$ cat src/rtl/mvec_pkg.sv
package mvec_pkg;
  typedef enum logic [2:0] {
    OP_ADD  = 3'd0,
    OP_MUL  = 3'd1,
    OP_MOV  = 3'd2,
    OP_CEQZ = 3'd3,
    OP_CNEZ = 3'd4,
    OP_CGE  = 3'd5,
    OP_MNOT = 3'd6,
    OP_NOP  = 3'd7
  } vop_e;

  function automatic logic is_arith(vop_e op);
    return (op == OP_ADD) || (op == OP_MUL) || (op == OP_MOV);
  endfunction

  function automatic logic is_mask_op(vop_e op);
    return (op == OP_CEQZ) || (op == OP_CNEZ) || (op == OP_CGE) || (op == OP_MNOT);
  endfunction
endpackage

$ cat src/rtl/mvec_rst_sync.sv
module mvec_rst_sync (
  input  logic clk,
  input  logic rst_n,
  output logic rst_n_sync
);
  logic [1:0] sync_q;

  always_ff @(posedge clk or negedge rst_n) begin
    if (!rst_n) sync_q <= 2'b00;
    else        sync_q <= {sync_q[0], 1'b1};
  end

  assign rst_n_sync = sync_q[1];
endmodule

$ cat src/rtl/mvec_pick.sv
module mvec_pick #(
  parameter int N  = 8,
  parameter int IW = 3
) (
  input  logic [N-1:0]  req,
  output logic [N-1:0]  grant,
  output logic [IW-1:0] idx,
  output logic          last
);
  // lowest set bit isolation
  assign grant = req & (~req + N'(1));
  assign last  = ((req & ~grant) == '0);

  always_comb begin
    idx = '0;
    for (int i = 0; i < N; i++) begin
      if (grant[i]) idx = IW'(i);
    end
  end
endmodule

$ cat src/rtl/mvec_elem_alu.sv
module mvec_elem_alu
  import mvec_pkg::*;
#(
  parameter int W = 16
) (
  input  vop_e         op,
  input  logic [W-1:0] a,
  input  logic [W-1:0] b,
  output logic [W-1:0] y
);
  always_comb begin
    case (op)
      OP_ADD:  y = a + b;
      OP_MUL:  y = a * b;
      default: y = a;
    endcase
  end
endmodule

$ cat src/rtl/mvec_cmp_bank.sv
module mvec_cmp_bank
  import mvec_pkg::*;
#(
  parameter int N = 8,
  parameter int W = 16
) (
  input  vop_e           op,
  input  logic [N*W-1:0] a_vec,
  input  logic [N*W-1:0] b_vec,
  input  logic [N-1:0]   mask_cur,
  input  logic [N-1:0]   len_mask,
  output logic [N-1:0]   mask_new
);
  for (genvar g = 0; g < N; g++) begin : g_elem
    logic signed [W-1:0] ea, eb;
    logic                bit_v;
    assign ea = a_vec[g*W +: W];
    assign eb = b_vec[g*W +: W];
    always_comb begin
      case (op)
        OP_CEQZ: bit_v = (ea == '0);
        OP_CNEZ: bit_v = (ea != '0);
        OP_CGE:  bit_v = (ea >= eb);
        OP_MNOT: bit_v = ~mask_cur[g];
        default: bit_v = mask_cur[g];
      endcase
    end
    assign mask_new[g] = len_mask[g] & bit_v;
  end
endmodule

$ cat src/rtl/mvec_unit.sv
module mvec_unit
  import mvec_pkg::*;
#(
  parameter int N = 8,
  parameter int W = 16
) (
  input  logic                       clk,
  input  logic                       rst_n,
  input  logic                       start,
  input  logic [2:0]                 opcode,
  input  logic                       skip_mode,
  input  logic [$clog2(N+1)-1:0]     vlen,
  input  logic [N*W-1:0]             src_a,
  input  logic [N*W-1:0]             src_b,
  output logic                       busy,
  output logic                       done,
  output logic [N-1:0]               wr_en,
  output logic [N-1:0]               mask,
  output logic [N*W-1:0]             dest
);
  localparam int LW = $clog2(N+1);
  localparam int IW = (N > 1) ? $clog2(N) : 1;

  logic rst_ns;
  mvec_rst_sync u_rst (.clk(clk), .rst_n(rst_n), .rst_n_sync(rst_ns));

  // state registers
  logic           busy_q, done_q;
  vop_e           op_q;
  logic [N*W-1:0] a_q, b_q;
  logic [N-1:0]   len_mask_q, pend_q, mask_q;
  logic [W-1:0]   dest_q [N];

  // next-state signals
  logic           busy_d, done_d;
  logic [N-1:0]   pend_d;
  logic           start_acc, ctl_en, mask_en;
  vop_e           op_in;
  logic [LW-1:0]  len_eff;
  logic [N-1:0]   len_mask_in, pend_load, mask_new;
  logic [N-1:0]   grant;
  logic [IW-1:0]  idx;
  logic           last;
  logic [W-1:0]   alu_y;

  assign op_in     = vop_e'(opcode);
  assign start_acc = start & ~busy_q;
  assign len_eff   = (vlen > LW'(N)) ? LW'(N) : vlen;

  for (genvar g = 0; g < N; g++) begin : g_len
    assign len_mask_in[g] = (int'(len_eff) > g);
  end

  always_comb begin
    if (!is_arith(op_in))  pend_load = '0;
    else if (skip_mode)    pend_load = len_mask_in & mask_q;
    else                   pend_load = len_mask_in;
  end

  mvec_pick #(.N(N), .IW(IW)) u_pick (
    .req(pend_q), .grant(grant), .idx(idx), .last(last)
  );

  mvec_elem_alu #(.W(W)) u_alu (
    .op(op_q), .a(a_q[idx*W +: W]), .b(b_q[idx*W +: W]), .y(alu_y)
  );

  mvec_cmp_bank #(.N(N), .W(W)) u_cmp (
    .op(op_q), .a_vec(a_q), .b_vec(b_q), .mask_cur(mask_q),
    .len_mask(len_mask_q), .mask_new(mask_new)
  );

  assign wr_en   = (busy_q && is_arith(op_q)) ? (grant & mask_q) : '0;
  assign mask_en = busy_q && is_mask_op(op_q);
  assign ctl_en  = start_acc | busy_q | done_q;

  always_comb begin
    busy_d = busy_q;
    done_d = 1'b0;
    pend_d = pend_q;
    if (start_acc) begin
      busy_d = 1'b1;
      pend_d = pend_load;
    end else if (busy_q) begin
      pend_d = pend_q & ~grant;
      if (last) begin
        busy_d = 1'b0;
        done_d = 1'b1;
      end
    end
  end

  always_ff @(posedge clk or negedge rst_ns) begin
    if (!rst_ns) begin
      busy_q <= 1'b0;
      done_q <= 1'b0;
      pend_q <= '0;
    end else if (ctl_en) begin
      busy_q <= busy_d;
      done_q <= done_d;
      pend_q <= pend_d;
    end
  end

  always_ff @(posedge clk or negedge rst_ns) begin
    if (!rst_ns) begin
      op_q       <= OP_NOP;
      len_mask_q <= '0;
    end else if (start_acc) begin
      op_q       <= op_in;
      len_mask_q <= len_mask_in;
    end
  end

  always_ff @(posedge clk) begin
    if (start_acc) begin
      a_q <= src_a;
      b_q <= src_b;
    end
  end

  always_ff @(posedge clk or negedge rst_ns) begin
    if (!rst_ns)      mask_q <= '0;
    else if (mask_en) mask_q <= mask_new;
  end

  for (genvar g = 0; g < N; g++) begin : g_dest
    always_ff @(posedge clk or negedge rst_ns) begin
      if (!rst_ns)       dest_q[g] <= '0;
      else if (wr_en[g]) dest_q[g] <= alu_y;
    end
    assign dest[g*W +: W] = dest_q[g];
  end

  assign busy = busy_q;
  assign done = done_q;
  assign mask = mask_q;
endmodule

$ cat config.mk
export PLATFORM = sky130hd
export DESIGN_NAME = mvec_unit
export DESIGN_NICKNAME = d
export VERILOG_FILES = /design/src/rtl/mvec_pkg.sv /design/src/rtl/mvec_rst_sync.sv /design/src/rtl/mvec_pick.sv /design/src/rtl/mvec_elem_alu.sv /design/src/rtl/mvec_cmp_bank.sv /design/src/rtl/mvec_unit.sv
export SDC_FILE = /design/constraint.sdc
export NUM_CORES = 1
export LEC_CHECK = 0
export CORE_MARGIN = 2
export CORE_UTILIZATION = 32
export DETAILED_ROUTE_END_ITERATION = 8
export DONT_BUFFER_PORTS = 1
export SKIP_CTS_REPAIR_TIMING = 1
export SLEW_MARGIN = 20
export SYNTH_ARGS = -nofsm -noshare
export SYNTH_HDL_FRONTEND = slang
export SYNTH_SLANG_ARGS = --single-unit
$ cat constraint.sdc
create_clock -name clk -period 6.8 [get_ports clk]
set_input_delay 0 -clock clk [delete_from_list [all_inputs] [get_ports clk]]
set_output_delay 0 -clock clk [all_outputs]
set_load 0.05 [all_outputs]
==> run_results.csv <==
group,metric,value,unit
cts,clk_path_buf_depth,3,
die,chipWidth,283,µm
logic_synthesis,post-synth-top-area-fraction,0.309,
cts,cts-buffers-inserted,43,
finish,fraction_of_final_layout_cells_with_drive_strength_greater_than_1,0.204,
critical_path,worstPathArrival,7.91,ns
die,die-height,283,µm
detailed_routing,wl_met3,6870,µm
critical_path,critical_path_peak_fanout,8,
logic_synthesis,postSynthNetCount,2848,
detailed_routing,highest-signal-layer,"met5",
timing,timing.slew.headroom,0.233,
global_route,global_route.usage.total,0.224,
logic_synthesis,ys_async_sr_fraction,0.383,
finish,final_cell_mix,"303 x sky130_fd_sc_hd__nand2_1, 268 x sky130_fd_sc_hd__dlygate4sd3_1, 256 x sky130_fd_sc_hd__edfxtp_1",
die,core,0.0772,mm²
detailed_routing,routedLengthMet1,36700,µm
cts,htreeDepth,2,
timing,finalHoldViolCount,0,
timing,rsz0062_at_grt,"yes",
timing,max_slew.worst_pin.slew,1.14,ns
detailed_routing,drt-wirelength-per-cell,24.5,µm
timing,finalWorstSetupSlack,-0.678,ns
finish,fin_cells,3887,
critical_path,cp-start-kind,"flip-flop",
global_route,first_pass_grt_wire_length,131000,µm
die,io_pins,413,
detailed_routing,detail_route.first_pass.iterations,6,
cts,clk_pin_slew_worst_paths,0.06,ns
logic_synthesis,syn-instance-count,2308,
detailed_routing,first_iter_violations,1895,
global_route,grt_pass1_vias,19500,
place,place.port_buffers,0,
critical_path,cp-end-kind,"flip-flop",
place,placedCellCount,3505,
min_path,min_path_type,"input port to flip-flop",
timing,fin_skew,0.0377,ns
cts,clk_latency,0.61,ns
cts,cts_tree,"yes",
place,weighted_congestion_reported_at_the_end_of_routability_driven_placement,1.00,
critical_path,worst_ep_required_time,7.24,ns
logic_synthesis,syn-mean-instance-area,10.8,µm²
job,cap_viol_max_count,0,
detailed_routing,finalWirelength,95300,µm
logic_synthesis,mappedNetlistArea,0.0249,mm²
logic_synthesis,yosysTopAreaCell,"sky130_fd_sc_hd__edfxtp_1",
outcome,violated_checks,"negative setup slack",
logic_synthesis,synthTopCellsByArea,"sky130_fd_sc_hd__edfxtp_1 31%, sky130_fd_sc_hd__dfrtp_1 16%, sky130_fd_sc_hd__ha_1 9.7%",
finish,finalNetCount,3353,
cts,cts_num_sinks,415,
die,initial_utilization,0.322,
die,dieArea,0.0800,mm²
finish,layout.cells.most_common,"sky130_fd_sc_hd__nand2_1",
global_route,antenna_found_initial,7,
logic_synthesis,ys.warnings.count,0,
detailed_routing,antenna_violating_nets_post_route,0,
cts,cts_root_buffer,"sky130_fd_sc_hd__clkbuf_16",
detailed_routing,via_count,20500,
global_route,globalRouteOverflowTotal,0,
timing,report.final.slew_viol_count,0,
critical_path,criticalPathCategory,"flip-flop to flip-flop",
timing,period_needed,7.48,ns
global_route,largest_net_degree_at_the_start_of_global_routing,157,
detailed_routing,drcViolationCount,0,
logic_synthesis,synth-main-ff-cell,"sky130_fd_sc_hd__edfxtp_1",
detailed_routing,post_drt_via_cell_ratio,5.27,
die,floorplan.rows,102,
detailed_routing,met2RoutedLength,46500,µm
timing,post_route_clock_period_utilization,1.10,
timing,clock.fmax,134,MHz
logic_synthesis,synth.yosys.seq_area_share,0.469,
logic_synthesis,synth_enable_flop_cells,256,
finish,layout.filler_cells,7294,
place,post-dp-hpwl,74100,µm
outcome,status,"finished, violations left",
logic_synthesis,yosysUniqueCellTypes,76,
finish,area_growth,32.9,%
timing,finish_stage_setup_viols,60,
logic_synthesis,synth-seq-cells,415,
-- synthesized netlist by cell type, drive strengths merged (40+ instances only) --
master	count
clkbuf	54
and2	63
inv	265
o21a	56
mux2	55
edfxtp	256
nand4	40
mux2i	61
dfrtp	156
nand2	317
o21ai	160
a21oi	67
ha	192
nor2	67
fa	81
-- final timing paths --
path / to / slack (ns) / startpoint / cells after the start
worst min register to register: dest[10] / 0.31 / u_rst.sync_q[1] / 0
max in group asynchronous: dest[40] / 5.23 / u_rst.sync_q[1] / 1
min in group asynchronous: u_rst.sync_q[1] / 0.19 / rst_n / 2
worst max-delay path: dest[127] / -0.68 / pend_q[0] / 27
worst max register to register: dest[127] / -0.68 / pend_q[0] / 27
worst min-delay path: b_q[88] / 0.01 / src_b[88] / 1
-- per-stage QoR --
stage | TNS, ns | hold WS [ns] | area [µm²] | util | worst slack (ns)
6_report | -24.60 | 0.0115 | 33000 | 0.428 | -0.678
5_1_grt | -42.78 | 0.00825 | 33000 | 0.428 | -0.989
4_1_cts | -45.53 | -0.925 | 29400 | 0.381 | -1.03
3_5_place_dp | -42.94 | -0.296 | 28000 | 0.363 | -1.00
3_3_place_gp | -41.48 | -0.296 | 28000 | 0.363 | -0.968
2_1_floorplan | -6.16 | -0.296 | 25200 | - | -0.469
-- metal layers --
layer	vias to the layer above	track usage
li1	9144	-
met1	10100	0.272
met2	966	0.381
met3	258	0.0488
met4	8	0.0989
met5	-	0
-- critical path: stages (launching register included) --
cell	delay, ns
sky130_fd_sc_hd__dfrtp_2	0.44
sky130_fd_sc_hd__or4_4	0.62
sky130_fd_sc_hd__a21o_4	0.25
sky130_fd_sc_hd__buf_4	0.18
sky130_fd_sc_hd__buf_4	0.18
sky130_fd_sc_hd__nand2_1	0.12
sky130_fd_sc_hd__a32o_2	0.26
sky130_fd_sc_hd__a21oi_1	0.10
sky130_fd_sc_hd__buf_4	0.20
sky130_fd_sc_hd__ha_1	0.24
sky130_fd_sc_hd__fa_1	0.52
sky130_fd_sc_hd__inv_2	0.05
sky130_fd_sc_hd__fa_2	0.55
sky130_fd_sc_hd__inv_1	0.05
sky130_fd_sc_hd__fa_1	0.43
sky130_fd_sc_hd__ha_1	0.31
sky130_fd_sc_hd__fa_1	0.53
sky130_fd_sc_hd__inv_1	0.05
sky130_fd_sc_hd__fa_1	0.53
sky130_fd_sc_hd__inv_1	0.06
sky130_fd_sc_hd__ha_4	0.22
sky130_fd_sc_hd__a21oi_2	0.17
sky130_fd_sc_hd__o21ai_2	0.10
sky130_fd_sc_hd__o41ai_2	0.28
sky130_fd_sc_hd__xnor3_1	0.49
sky130_fd_sc_hd__o221ai_4	0.20
sky130_fd_sc_hd__buf_12	0.16
sky130_fd_sc_hd__o21ai_2	0.05
-- cell families after synthesis --
| group | synth area share |
|---|---|
| XOR/XNOR | 0.0199 |
| multiplexers | 0.0495 |
| other | 0.000151 |
| buffers and inverters | 0.0582 |
| adder cells (fa/ha/maj) | 0.162 |
| flip-flops | 0.469 |
| AO/OA/AOI/OAI | 0.115 |
| AND/OR/NAND/NOR | 0.126 |
-- state kept, by name (all words and copies together), names as in the netlist --
signal,count
pend_q,8
done,1
op_q,3
dest,128
b_q,128
busy,1
a_q,128
u_rst.sync_q,2
mask,8
len_mask_q,8
-- cell type report --
class / instances / area (µm²) / area share
Inverter: 266 / 1010 / 0.0307
Sequential cell: 415 / 11700 / 0.354
Antenna cell: 3 / 7.51 / 0.000227
Clock inverter: 23 / 200 / 0.00606
Timing Repair Buffer: 551 / 5080 / 0.154
Clock buffer: 53 / 1150 / 0.0350
Tap cell: 1040 / 1300 / 0.0394
Multi-Input combinational cell: 1536 / 12600 / 0.381
Power is not shown: default switching activity piles up to over one toggle a cycle in this logic, so the estimate is an artifact.
